==> config.mk <==
export PLATFORM = sky130hd
export DESIGN_NAME = retire_ctrl
export DESIGN_NICKNAME = d
export VERILOG_FILES = /design/src/rtl/retire_pkg.sv /design/src/rtl/retire_scan.sv /design/src/rtl/retire_queue.sv /design/src/rtl/retire_ctrl.sv
export SDC_FILE = /design/constraint.sdc
export NUM_CORES = 1
export LEC_CHECK = 0
export ABC_AREA = 1
export BUFFER_PORTS_ARGS = -buffer_cell sky130_fd_sc_hd__buf_2
export CAP_MARGIN = 20
export CORE_MARGIN = 2
export CORE_UTILIZATION = 55
export DETAILED_ROUTE_END_ITERATION = 16
export GPL_TIMING_DRIVEN = 0
export HOLD_SLACK_MARGIN = 0.03
export PLACE_DENSITY = 0.84
export SLEW_MARGIN = 20
export SYNTH_ARGS = -nofsm -noshare
export SYNTH_HDL_FRONTEND = slang
export SYNTH_SLANG_ARGS = --single-unit
==> constraint.sdc <==
create_clock -name clk -period 5.1 [get_ports clk]
set_input_delay 0.51 -clock clk [delete_from_list [all_inputs] [get_ports clk]]
set_output_delay 0.51 -clock clk [all_outputs]
set_load 0.02 [all_outputs]
==> src/rtl/retire_pkg.sv <==
package retire_pkg;
  typedef struct packed {
    logic vld;  // slot occupied
    logic dn;   // execution finished
    logic ex;   // exception raised
    logic ms;   // data access started
    logic md;   // data access completed
  } slot_t;
endpackage

==> src/rtl/retire_scan.sv <==
module retire_scan #(
  parameter int DEPTH = 4,
  localparam int IW = $clog2(DEPTH)
) (
  input  logic [DEPTH-1:0] vld_i,
  input  logic [DEPTH-1:0] dn_i,
  input  logic [DEPTH-1:0] ex_i,
  input  logic [IW-1:0]    head_i,
  output logic [DEPTH-1:0] older_done_o,
  output logic [DEPTH-1:0] clean_o,
  output logic             exc_any_o
);
  function automatic logic [IW-1:0] age_of(input logic [IW-1:0] idx, input logic [IW-1:0] hd);
    return idx - hd;
  endfunction

  for (genvar g = 0; g < DEPTH; g++) begin : g_slot
    logic od, cl;
    always_comb begin
      od = 1'b1;
      cl = 1'b1;
      for (int j = 0; j < DEPTH; j++) begin
        if (vld_i[j]) begin
          if ((age_of(IW'(j), head_i) < age_of(IW'(g), head_i)) && !dn_i[j]) od = 1'b0;
          if ((age_of(IW'(j), head_i) <= age_of(IW'(g), head_i)) && ex_i[j]) cl = 1'b0;
        end
      end
    end
    assign older_done_o[g] = od;
    assign clean_o[g]      = cl;
  end

  assign exc_any_o = |(vld_i & ex_i);
endmodule

==> src/rtl/retire_queue.sv <==
module retire_queue
  import retire_pkg::*;
#(
  parameter int DEPTH = 4,
  localparam int IW = $clog2(DEPTH)
) (
  input  logic                  clk,
  input  logic                  rst_n,
  input  logic                  alloc_en,
  input  logic                  commit_en,
  input  logic                  flush_en,
  input  logic [DEPTH-1:0]      set_dn,
  input  logic [DEPTH-1:0]      set_ex,
  input  logic [DEPTH-1:0]      set_ms,
  input  logic [DEPTH-1:0]      set_md,
  output slot_t [DEPTH-1:0]     slots_o,
  output logic [IW-1:0]         head_o,
  output logic [IW-1:0]         tail_o,
  output logic [IW:0]           count_o
);
  slot_t [DEPTH-1:0] slots_q, slots_d;
  logic [IW-1:0]     head_q, head_d, tail_q, tail_d;
  logic [IW:0]       cnt_q, cnt_d;
  logic [DEPTH-1:0]  ms_now;
  logic              upd_en;

  for (genvar g = 0; g < DEPTH; g++) begin : g_ms
    assign ms_now[g] = slots_q[g].vld & slots_q[g].ms;
  end

  assign upd_en = alloc_en | commit_en | flush_en | (|set_dn) | (|set_ex) | (|set_ms) | (|set_md);

  always_comb begin
    slots_d = slots_q;
    head_d  = head_q;
    tail_d  = tail_q;
    cnt_d   = cnt_q + (IW+1)'(alloc_en) - (IW+1)'(commit_en);
    for (int i = 0; i < DEPTH; i++) begin
      if (slots_q[i].vld) begin
        slots_d[i].dn = slots_q[i].dn | set_dn[i];
        slots_d[i].ex = slots_q[i].ex | set_ex[i];
        slots_d[i].ms = slots_q[i].ms | set_ms[i];
        slots_d[i].md = slots_q[i].md | set_md[i];
      end
    end
    if (commit_en) begin
      slots_d[head_q].vld = 1'b0;
      head_d = head_q + 1'b1;
    end
    if (alloc_en) begin
      slots_d[tail_q] = '{vld: 1'b1, default: 1'b0};
      tail_d = tail_q + 1'b1;
    end
    if (flush_en) begin
      for (int i = 0; i < DEPTH; i++) slots_d[i].vld = 1'b0;
      head_d = tail_q;
      cnt_d  = '0;
    end
  end

  always_ff @(posedge clk or negedge rst_n) begin
    if (!rst_n) begin
      slots_q <= '0;
      head_q  <= '0;
      tail_q  <= '0;
      cnt_q   <= '0;
    end else if (upd_en) begin
      slots_q <= slots_d;
      head_q  <= head_d;
      tail_q  <= tail_d;
      cnt_q   <= cnt_d;
    end
  end

  assign slots_o = slots_q;
  assign head_o  = head_q;
  assign tail_o  = tail_q;
  assign count_o = cnt_q;

  AST_NO_OVERFLOW: assert property (@(posedge clk) disable iff (!rst_n)
    alloc_en |-> (cnt_q < (IW+1)'(DEPTH)));
  AST_COMMIT_READY: assert property (@(posedge clk) disable iff (!rst_n)
    commit_en |-> (slots_q[head_q].vld && slots_q[head_q].dn && !slots_q[head_q].ex));
  AST_SINGLE_ACCESS: assert property (@(posedge clk) disable iff (!rst_n)
    (set_ms & ms_now) == '0);
  AST_FLUSH_EMPTY: assert property (@(posedge clk) disable iff (!rst_n)
    flush_en |=> (cnt_q == '0));
endmodule

==> src/rtl/retire_ctrl.sv <==
module retire_ctrl
  import retire_pkg::*;
#(
  parameter int DEPTH = 4,
  localparam int IW = $clog2(DEPTH)
) (
  input  logic             clk,
  input  logic             rst_n,
  input  logic             alloc_i,
  output logic             alloc_ready_o,
  output logic [IW-1:0]    alloc_idx_o,
  input  logic             done_i,
  input  logic [IW-1:0]    done_idx_i,
  input  logic             exc_i,
  input  logic [IW-1:0]    exc_idx_i,
  input  logic             mem_req_i,
  input  logic [IW-1:0]    mem_req_idx_i,
  output logic             mem_grant_o,
  input  logic             mem_ack_i,
  input  logic             mem_err_i,
  input  logic             irq_i,
  output logic             commit_o,
  output logic [IW-1:0]    commit_idx_o,
  output logic [DEPTH-1:0] abort_mask_o,
  output logic             enter_o,
  output logic             enter_irq_o,
  output logic [IW-1:0]    restart_idx_o,
  output logic             not_cont_o,
  input  logic             resume_i,
  output logic             resume_trap_o
);
  // reset: asserted asynchronously, released on a clock edge
  logic [1:0] rs_q;
  logic       rst_s;
  always_ff @(posedge clk or negedge rst_n) begin
    if (!rst_n) rs_q <= '0;
    else        rs_q <= {rs_q[0], 1'b1};
  end
  assign rst_s = rs_q[1];

  slot_t [DEPTH-1:0] slots;
  logic [IW-1:0]     head, tail;
  logic [IW:0]       count;
  logic [DEPTH-1:0]  vld_v, dn_v, ex_v, md_v, older_done, clean;
  logic              exc_any;

  for (genvar g = 0; g < DEPTH; g++) begin : g_vec
    assign vld_v[g] = slots[g].vld;
    assign dn_v[g]  = slots[g].dn;
    assign ex_v[g]  = slots[g].ex;
    assign md_v[g]  = slots[g].md;
  end

  logic          busy_q, busy_d, irq_q, irq_d, nc_q, nc_d;
  logic [IW-1:0] bidx_q, bidx_d;
  logic          commit_w, enter_exc_w, enter_int_w, enter_w, irq_block, grant_w;
  logic          ack_w, err_w, alloc_en;
  logic [DEPTH-1:0] set_dn, set_ex, set_ms, set_md;

  retire_scan #(.DEPTH(DEPTH)) u_scan (
    .vld_i(vld_v), .dn_i(dn_v), .ex_i(ex_v), .head_i(head),
    .older_done_o(older_done), .clean_o(clean), .exc_any_o(exc_any)
  );

  retire_queue #(.DEPTH(DEPTH)) u_queue (
    .clk(clk), .rst_n(rst_s),
    .alloc_en(alloc_en), .commit_en(commit_w), .flush_en(enter_w),
    .set_dn(set_dn), .set_ex(set_ex), .set_ms(set_ms), .set_md(set_md),
    .slots_o(slots), .head_o(head), .tail_o(tail), .count_o(count)
  );

  // retirement and handler-entry decisions
  always_comb begin
    commit_w    = slots[head].vld & slots[head].dn & ~slots[head].ex;
    enter_exc_w = slots[head].vld & slots[head].ex & ~busy_q;
    enter_int_w = irq_q & ~exc_any & ~busy_q & ~commit_w;
    enter_w     = enter_exc_w | enter_int_w;
    irq_block   = irq_q & ~exc_any;
    grant_w     = mem_req_i & slots[mem_req_idx_i].vld & ~slots[mem_req_idx_i].ms
                & ~busy_q & ~irq_block & ~enter_w
                & older_done[mem_req_idx_i] & clean[mem_req_idx_i];
    ack_w       = busy_q & mem_ack_i;
    err_w       = busy_q & mem_err_i & ~mem_ack_i;
    alloc_en    = alloc_i & alloc_ready_o;
  end

  always_comb begin
    set_dn = '0;
    set_ex = '0;
    set_ms = '0;
    set_md = '0;
    if (done_i)  set_dn[done_idx_i] = 1'b1;
    if (exc_i)   set_ex[exc_idx_i]  = 1'b1;
    if (ack_w) begin
      set_dn[bidx_q] = 1'b1;
      set_md[bidx_q] = 1'b1;
    end
    if (err_w)   set_ex[bidx_q] = 1'b1;
    if (grant_w) set_ms[mem_req_idx_i] = 1'b1;
  end

  always_comb begin
    busy_d = busy_q;
    bidx_d = bidx_q;
    if (grant_w) begin
      busy_d = 1'b1;
      bidx_d = mem_req_idx_i;
    end else if (ack_w || err_w) begin
      busy_d = 1'b0;
    end
    irq_d = irq_i | (irq_q & ~(enter_w & ~enter_exc_w));
    nc_d  = nc_q | (enter_w & |(vld_v & md_v));
  end

  always_ff @(posedge clk or negedge rst_s) begin
    if (!rst_s) begin
      busy_q <= 1'b0;
      bidx_q <= '0;
      irq_q  <= 1'b0;
      nc_q   <= 1'b0;
    end else begin
      busy_q <= busy_d;
      bidx_q <= bidx_d;
      irq_q  <= irq_d;
      nc_q   <= nc_d;
    end
  end

  assign alloc_ready_o = (count < (IW+1)'(DEPTH)) & ~exc_any & ~irq_q;
  assign alloc_idx_o   = tail;
  assign mem_grant_o   = grant_w;
  assign commit_o      = commit_w;
  assign commit_idx_o  = head;
  assign abort_mask_o  = enter_w ? vld_v : '0;
  assign enter_o       = enter_w;
  assign enter_irq_o   = enter_int_w & ~enter_exc_w;
  assign restart_idx_o = head;
  assign not_cont_o    = nc_q;
  assign resume_trap_o = resume_i & nc_q;

  AST_BUS_HELD: assert property (@(posedge clk) disable iff (!rst_s)
    (busy_q && !mem_ack_i && !mem_err_i) |=> busy_q);
  AST_IRQ_KEPT: assert property (@(posedge clk) disable iff (!rst_s)
    (irq_q && !enter_irq_o) |=> irq_q);
  AST_NC_STICKY: assert property (@(posedge clk) disable iff (!rst_s)
    nc_q |=> nc_q);
  AST_ENTER_DRAINS: assert property (@(posedge clk) disable iff (!rst_s)
    enter_o |=> !commit_o);
endmodule

==> flow_summary.ini, run 1 <==
[detailed_routing]
ant_nets = 0
vias = 2314
firstDrtPassIters = 5
drc_errors = 0
via_per_inst = 5.31
drt_iter0_drc = 154
finalWirelength_mm = 6.13
wire_per_inst_um = 14.1

[outcome]
outcome = finished, final reports clean

[cts]
cts_resized = 0
cts_made_buffers = 5
h-tree-depth = 2
cts_tree = done
clkTransAtPathRegs_ps = 70
clkSinkCount = 34
cts_setup_buffers = 0
cts_buffer_depth = 2
cts_root_buffer = clkbuf_8
clk_latency_ps = 300

[logic_synthesis]
synth.distinct_cells = 33
synth.top_cell.area_share_pct = 34.4
yosys_warnings = 0
syn_area_um2 = 2470
syn-num-nets = 371
synth_area_leaders = dfrtp_1 34%, nand2_1 10%, inv_1 10%, nand3_1 8.3%, ha_1 5.6%
yosys_register_bits = 34
avgSynthCellArea_um2 = 7.20
synth_top_area_cell = dfrtp_1
syn_inst = 343
yosysSeqAreaShare_pct = 34.4

[timing]
fin_tns_setup_ps = 0
rsz0062_at_grt = false
min_period_over_period_pct = 60.3
max_freq_ghz = 0.325
hold_viol = 0
maxSlewViolCount = 0
period_minus_slack_ps = 3080
worst_pin_slew_ps = 702
worst_slack_ps = 2020
slew_headroom_pct = 53.2
setup-violations-final = 0
finClkSkew_ps = 8.51

[die]
dieArea_um2 = 5050
ios = 33
rows = 24
core_um2 = 4350
initial_core_util_pct = 56.8
die_x_um = 71.0
die_h_um = 71.0

[pwr]
leakage_uw = 0.00153
peakVddDrop_uv = 340
p_per_area_nw_per_um2 = 461

[global_routing]
grt_max_degree = 33
grt_pass1_vias = 2222
gr-total-overflow = 0
track_usage_pct = 26.3
antenna_found_initial = 0
grt_pass1_wl_mm = 10.4

[placed_design]
routabilityCongestion = 0.964
dp_hpwl_mm = 4.65
placed_area_um2 = 2700
dp_slack_ps = 2390
port_buffers = 32

[layout]
num_antenna_cells = 0
layout_common_cells = 68 x nand2_1, 67 x inv_1, 41 x nand3_1, 33 x dfrtp_1, 32 x buf_2
drive_above_1_share_pct = 20.8
nets = 411
layout_commonest_cell = nand2_1
stdcell_area_um2 = 2800
area_growth_pct = 13.4

[worst_setup_path]
path_delay_family = simple AND/OR/NAND/NOR gates
start_kind = register
arrival_ps = 2570
crit_fanout = 11
worst_path_max_delay_cell = dfrtp_1
critPathMaxStageDelay_ps = 590
end_kind = primary output
critPathRequiredTime_ps = 4590
path_cells = inv_2 > ha_1 > inv_1 > nand3_1 > nand2_1 > o21ai_0 > nand3_1 > nor2_4 > nand3_4 > inv_1 > buf_2
critical_path_class = reg -> out
path_buf_inv = 4

[run]
maxCapViolCount = 0

[worst_hold_path]
hold_class = reg -> async
==> through the flow <==
stage | utilization, % | instances | hold slack (ps) | total power [uW]
finish | 64.4 | 436 | 322 | 1290
global route | 64.4 | 436 | 377 | 1390
CTS | 64.4 | 436 | 358 | 1280
detailed placement | 62.0 | 427 | 299 | 1070
global placement | 61.9 | 427 | 295 | 1060
floorplan | - | 343 | 214 | 897
==> synthesized netlist by cell type <==
cell type	number
xnor2_1	2
nand3_1	41
nand4_2	1
inv_2	4
o21ai_1	2
inv_4	3
xor2_1	1
nor2_4	2
nor3_1	11
nand3_4	2
a22o_1	1
nor2_2	6
and2_1	1
o31ai_1	5
ha_1	11
conb_1	1
dfrtp_1	34
or2_2	4
nand3b_1	2
inv_1	67
a21oi_1	12
nor2_1	19
a21oi_4	1
nand2_2	5
buf_6	2
fa_1	1
a22oi_1	1
buf_4	6
o21ai_0	17
nand4_1	6
nand2_1	68
o21bai_1	1
a211oi_2	3
==> power breakdown <==
group | internal (uW) | leakage, uW | switching [uW] | total, uW
logic | 228 | 0.00104 | 425 | 653
clock network | 108 | 0.0000472 | 104 | 213
registers | 346 | 0.000446 | 81.4 | 427
total | 682 | 0.00153 | 610 | 1290
==> worst register-to-register path: stages, from the launching register on <==
cell     delay [ps]
dfrtp_1         590
inv_2           170
nand3_1         140
nand2_2          90
nand3_4         150
inv_1           120
ha_1            290
inv_1            40
ha_1            200
fa_1            390
xnor2_1         180
nor2_1           60
nand2_1          60
nand2_1          50
==> path summary, 6_finish.rpt <==
path | slack [ps] | cells after the start | end | startpoint
min in group clk | 370 | 0 | rs_q[1] | rs_q[0]
worst min-delay path | 320 | 0 | u_queue.tail_o[0] | rs_q[1]
max in group asynchronous | 4330 | 0 | bidx_q[0] | rs_q[1]
worst max-delay path | 2020 | 11 | mem_grant_o | u_queue.head_o[1]
worst min register to register | 320 | 0 | u_queue.tail_o[0] | rs_q[1]
worst max register to register | 2460 | 13 | u_queue.count_o[2] | u_queue.head_o[1]
==> registers in the layout (all words and copies together) (netlist names) <==
name and flops:
u_queue.tail_o 2, u_queue.slots_o 20, u_queue.count_o 3, rs_q 2
bidx_q 2, irq_q 1, u_queue.head_o 2, busy_q 1
not_cont_o 1
==> area by class of cell <==
type	count	area, um2
buffer	8	67.6
tap	52	65.1
clock inverter	2	12.5
clock buffer	6	82.6
multi-input combinational	227	1270
fill	388	1550
inverter	74	285
sequential	34	852
timing repair buffer	33	170
==> metal layers <==
layer | share of wire (%) | track usage, % | vias to the layer above
met1 | 44 | 35.7 | 1044
met5 | 0 | 0 | -
met3 | 6.7 | 5.13 | 13
li1 | - | - | 1166
met2 | 48 | 43.4 | 91
met4 | 1.5 | 6.92 | 0
==> cells by family after synthesis <==
kind of cell | after synthesis | share of synthesized area, %
xor+xnor | 3 | 1.06
compound gates | 43 | 10.9
buf+inv | 82 | 14.3
fa+ha+maj | 12 | 6.38
flops | 34 | 34.4
other cells | 1 | 0.152
simple gates | 168 | 32.8
==> timing repair <==
action,in CTS,in global routing
hold buffers,1,0
endpoints found under the hold margin,2,0
endpoints found under the setup margin,0,0
(Power assumes the default switching activity.)
==> inputs of run 2 (changes only) <==
--- a/config.mk
+++ b/config.mk
@@ -9,11 +9,11 @@
 export BUFFER_PORTS_ARGS = -buffer_cell sky130_fd_sc_hd__buf_2
 export CAP_MARGIN = 20
 export CORE_MARGIN = 2
-export CORE_UTILIZATION = 55
+export CORE_UTILIZATION = 52
 export DETAILED_ROUTE_END_ITERATION = 16
 export GPL_TIMING_DRIVEN = 0
 export HOLD_SLACK_MARGIN = 0.03
-export PLACE_DENSITY = 0.84
+export PLACE_DENSITY = 0.83
 export SLEW_MARGIN = 20
 export SYNTH_ARGS = -nofsm -noshare
 export SYNTH_HDL_FRONTEND = slang
==> constraint.sdc (replaced) <==
create_clock -name clk -period 2.7 [get_ports clk]
set_input_delay 0.27 -clock clk [delete_from_list [all_inputs] [get_ports clk]]
set_output_delay 0.27 -clock clk [all_outputs]
set_load 0.02 [all_outputs]
==> flow_summary.ini, run 2 (same netlist as run 1, synthesis figures left out) <==
[cts]
cts_buffer_depth = 2
cts_made_buffers = 5
h-tree-depth = 2
clk_latency_ps = 290
cts_root_buffer = clkbuf_8
cts_tree = done
clkSinkCount = 34
clkTransAtPathRegs_ps = 70

[worst_setup_path]
worst_path_max_delay_cell = dfrtp_2
end_kind = primary output
path_delay_family = simple AND/OR/NAND/NOR gates
start_kind = register
critPathRequiredTime_ps = 2430
path_buf_inv = 4
arrival_ps = 2300
critPathMaxStageDelay_ps = 420
path_cells = inv_2 > ha_2 > inv_1 > nand3_1 > nand2_1 > o21ai_0 > nand3_1 > nor2_4 > nand3_4 > inv_1 > buf_2
crit_fanout = 10
critical_path_class = reg -> out
rrSetupSlack_ps = 200

[detailed_routing]
finalWirelength_mm = 6.35
maxUsedRoutingLayer = met4
via_per_inst = 5.48
drc_errors = 0
ant_nets = 0
dr_wl_met2_mm = 3.03
dr_wl_met3_um = 457
drt_iter0_drc = 257
firstDrtPassIters = 5
vias = 2433
wl_met1_mm = 2.64
wire_per_inst_um = 14.3

[die]
die_h_um = 72.9
die_x_um = 72.9
dieArea_um2 = 5320
ios = 33
rows = 25
initial_core_util_pct = 53.0
core_um2 = 4660

[global_routing]
track_usage_pct = 26.0
gr-total-overflow = 0
grt_pass1_vias = 2283
grt_pass1_wl_mm = 10.6
antenna_found_initial = 0
grt_max_degree = 33

[layout]
layout_common_cells = 68 x nand2_1, 66 x inv_1, 41 x nand3_1, 32 x buf_2, 31 x dfrtp_1
drive_above_1_share_pct = 22.3
largest_reg_flops = 20
layout_commonest_cell = nand2_1
nFillCells = 430
area_growth_pct = 15.1
nets = 417
num_antenna_cells = 0
stdcell_area_um2 = 2850

[placed_design]
routabilityCongestion = 0.991
placed_area_um2 = 2700
port_buffers = 32
dp_hpwl_mm = 4.79

[run]
maxCapViolCount = 0

[timing]
rsz0062_at_grt = true
fin_hold_ws_ps = 164
max_freq_ghz = 0.389
min_period_over_period_pct = 95.2
finClkSkew_ps = 4.03
slew_headroom_pct = 52.7
hold_viol = 0
worst_pin_slew_ps = 709
fin_tns_setup_ps = 0
setup-violations-final = 0
period_minus_slack_ps = 2570
maxSlewViolCount = 0

[pwr]
p_per_area_nw_per_um2 = 869
leakage_uw = 0.00155
peakVddDrop_uv = 574
total_power_uw = 2470

[outcome]
outcome = finished, final reports clean

[worst_hold_path]
hold_class = in -> reg
run 2: cell count changes in the layout (fill, tap and decap cells not counted), moves of 2 or more:
cell      delta
buf_4        +6
clkbuf_1     +3
dfrtp_1      -2
dfrtp_2      +2
run 2: final cells by class:
type	instances	area, um2	share of cell area [%]
sequential	34	855	30.0
buffer	8	67.6	2.37
multi-input combinational	227	1270	44.8
tap	54	67.6	2.37
timing repair buffer	39	215	7.56
clock buffer	8	80.1	2.81
inverter	74	285	10.0
run 2: final timing paths:
check | from | to | depth (start not counted)
setup / recovery | u_queue.head_o[1] | mem_grant_o | 11
hold / removal | mem_err_i | busy_q | 2
setup reg to reg | u_queue.head_o[0] | u_queue.count_o[2] | 15
hold reg to reg | rs_q[1] | u_queue.slots_o[10] | 0
max in group asynchronous | rs_q[1] | u_queue.head_o[0] | 0
min in group asynchronous | rst_n | rs_q[1] | 2
run 2: routing by layer:
layer	vias up	GRT usage, %
li1	1176	-
met1	1122	35.7
met2	114	41.3
met3	21	3.18
met4	0	11.5
met5	-	0
run 2: report_power, final:
part           switching, uW  internal [uW]
clock network            178            183
registers                132            657
logic                    848            475
total                   1160           1310
run 2: repair_timing:
action	CTS	global route
setup buffers	0	6
pin swaps	0	1
hold buffers	1	0
setup endpoints to repair	1	3
resized for setup	2	3
endpoints found under the hold margin	2	0
run 2: stage by stage:
step           instances  utilization (%)  setup WS (ps)
2_1_floorplan        343                -            176
3_3_place_gp         429             57.9            148
3_5_place_dp         429             57.9           55.5
4_1_cts              438             59.9           1.59
5_1_grt              444             61.0          -11.0
6_report             444             61.0            129
==> inputs of run 3 (changes only) <==
--- a/config.mk
+++ b/config.mk
@@ -9,11 +9,11 @@
 export BUFFER_PORTS_ARGS = -buffer_cell sky130_fd_sc_hd__buf_2
 export CAP_MARGIN = 20
 export CORE_MARGIN = 2
-export CORE_UTILIZATION = 52
+export CORE_UTILIZATION = 55
 export DETAILED_ROUTE_END_ITERATION = 16
 export GPL_TIMING_DRIVEN = 0
 export HOLD_SLACK_MARGIN = 0.03
-export PLACE_DENSITY = 0.83
+export PLACE_DENSITY = 0.84
 export SLEW_MARGIN = 20
 export SYNTH_ARGS = -nofsm -noshare
 export SYNTH_HDL_FRONTEND = slang
==> constraint.sdc (replaced) <==
create_clock -name clk -period 2.99 [get_ports clk]
set_input_delay 0.299 -clock clk [delete_from_list [all_inputs] [get_ports clk]]
set_output_delay 0.299 -clock clk [all_outputs]
set_load 0.02 [all_outputs]
==> flow_summary.ini, run 3 (same netlist as run 1, synthesis figures left out) <==
[cts]
h-tree-depth = 2
clkTransAtPathRegs_ps = 70
cts_buffer_depth = 2
clk_latency_ps = 300
cts_root_buffer = clkbuf_8
cts_made_buffers = 5
cts_tree = done
clkSinkCount = 34

[layout]
num_antenna_cells = 0
nets = 411
fin_util_pct = 64.4
final_cells = 436
layout_commonest_cell = nand2_1
drive_above_1_share_pct = 21.4
area_growth_pct = 13.5
nFillCells = 386
largest_reg_flops = 20
multiInputGateArea_um2 = 1270
seqCellArea_um2 = 855
layout_common_cells = 68 x nand2_1, 67 x inv_1, 41 x nand3_1, 32 x buf_2, 31 x dfrtp_1

[timing]
maxSlewViolCount = 0
slew_headroom_pct = 52.6
worst_pin_slew_ps = 711
min_period_over_period_pct = 90.7
fin_hold_ws_ps = 191
setup-violations-final = 0
hold_viol = 0
finClkSkew_ps = 10.1
max_freq_ghz = 0.369
rsz0062_at_grt = false
fin_tns_setup_ps = 0
period_minus_slack_ps = 2710

[pwr]
power.share.combinational_pct = 50.4
leakage_uw = 0.00153
peakVddDrop_uv = 586
p_per_area_nw_per_um2 = 786
seqPwrFrac_pct = 33.1
p_int_uw = 1170
p_switching_uw = 1040
switching_share_pct = 47.1
power_frac_clock_pct = 16.5
total_power_uw = 2210

[global_routing]
grt_max_degree = 33
antenna_found_initial = 0
grt_pass1_wl_mm = 10.4
grt_pass1_vias = 2222
gr-total-overflow = 0
track_usage_pct = 26.3

[worst_hold_path]
whs_path_depth = 2
hold_class = in -> reg

[die]
die_x_um = 71.0
die_h_um = 71.0
dieArea_um2 = 5050
ios = 33
initial_core_util_pct = 56.8
rows = 24
core_um2 = 4350

[worst_setup_path]
critical_path_class = reg -> out
start_kind = register
end_kind = primary output
critPathRequiredTime_ps = 2690
crit_fanout = 11
rr_worst_depth = 15
arrival_ps = 2410

[detailed_routing]
ant_nets = 0
finalWirelength_mm = 6.14
vias = 2302
via_per_inst = 5.28
drt_iter0_drc = 188
wire_per_inst_um = 14.1
drc_errors = 0
firstDrtPassIters = 5

[placed_design]
dp.cells = 427
routabilityCongestion = 0.964
dp_hpwl_mm = 4.65
port_buffers = 32

[run]
maxCapViolCount = 0

[outcome]
outcome = finished, final reports clean
## run 3: what timing repair did
item                                    CTS  global route
setup buffers                             0             0
gates resized for setup                   0             2
hold endpoints to repair                  2             0
endpoints found under the setup margin    0             1
hold buffers                              1             0
## run 3: power by group through the flow
stage	registers [uW]	logic, uW	clock network, uW
6_report	730	1110	364
5_1_grt	750	1230	382
4_1_cts	725	1100	365
3_5_place_dp	733	1090	0
3_3_place_gp	729	1070	0
2_1_floorplan	730	800	0
## run 3: critical path: stages (launching register included)
cell and delay, ps:
dfrtp_2 500, inv_2 140, ha_1 410, inv_1 80, nand3_1 70, nand2_1 50, o21ai_0 130, nand3_1 140
nor2_4 200, nand3_4 150, inv_1 80, buf_2 150
## run 3: layout make-up
type                    count  share of cell area [%]
inverters                  74                    10.2
clock inverters             2                   0.446
repair buffers             33                    6.07
flip-flops and latches     34                    30.5
well taps                  52                    2.32
clock buffers               6                    2.94
multi-input cells         227                    45.2
plain buffers               8                    2.41
## run 3: per-stage QoR
stage	setup WS (ps)	instance area, um2
2_1_floorplan	466	2470
3_3_place_gp	449	2700
3_5_place_dp	385	2700
4_1_cts	168	2800
5_1_grt	13.5	2810
6_report	278	2810
## run 3: path summary, 6_finish.rpt
check                                   from                  to  slack [ps]
min                                mem_err_i              busy_q         190
min in group asynchronous              rst_n             rs_q[1]         310
max                        u_queue.head_o[1]         mem_grant_o         280
max in group asynchronous            rs_q[1]   u_queue.head_o[1]        2170
min reg2reg                          rs_q[1]  u_queue.count_o[1]         330
max reg2reg                u_queue.head_o[0]  u_queue.count_o[2]         390
## run 3: layer usage
| layer | vias up | share of wire, % | global-route usage (%) |
|---|---|---|---|
| met5 | - | 0 | 0 |
| met3 | 9 | 7.9 | 5.13 |
| met4 | 0 | 1.4 | 6.92 |
| met1 | 1028 | 43 | 35.7 |
| li1 | 1166 | - | - |
| met2 | 99 | 48 | 43.4 |
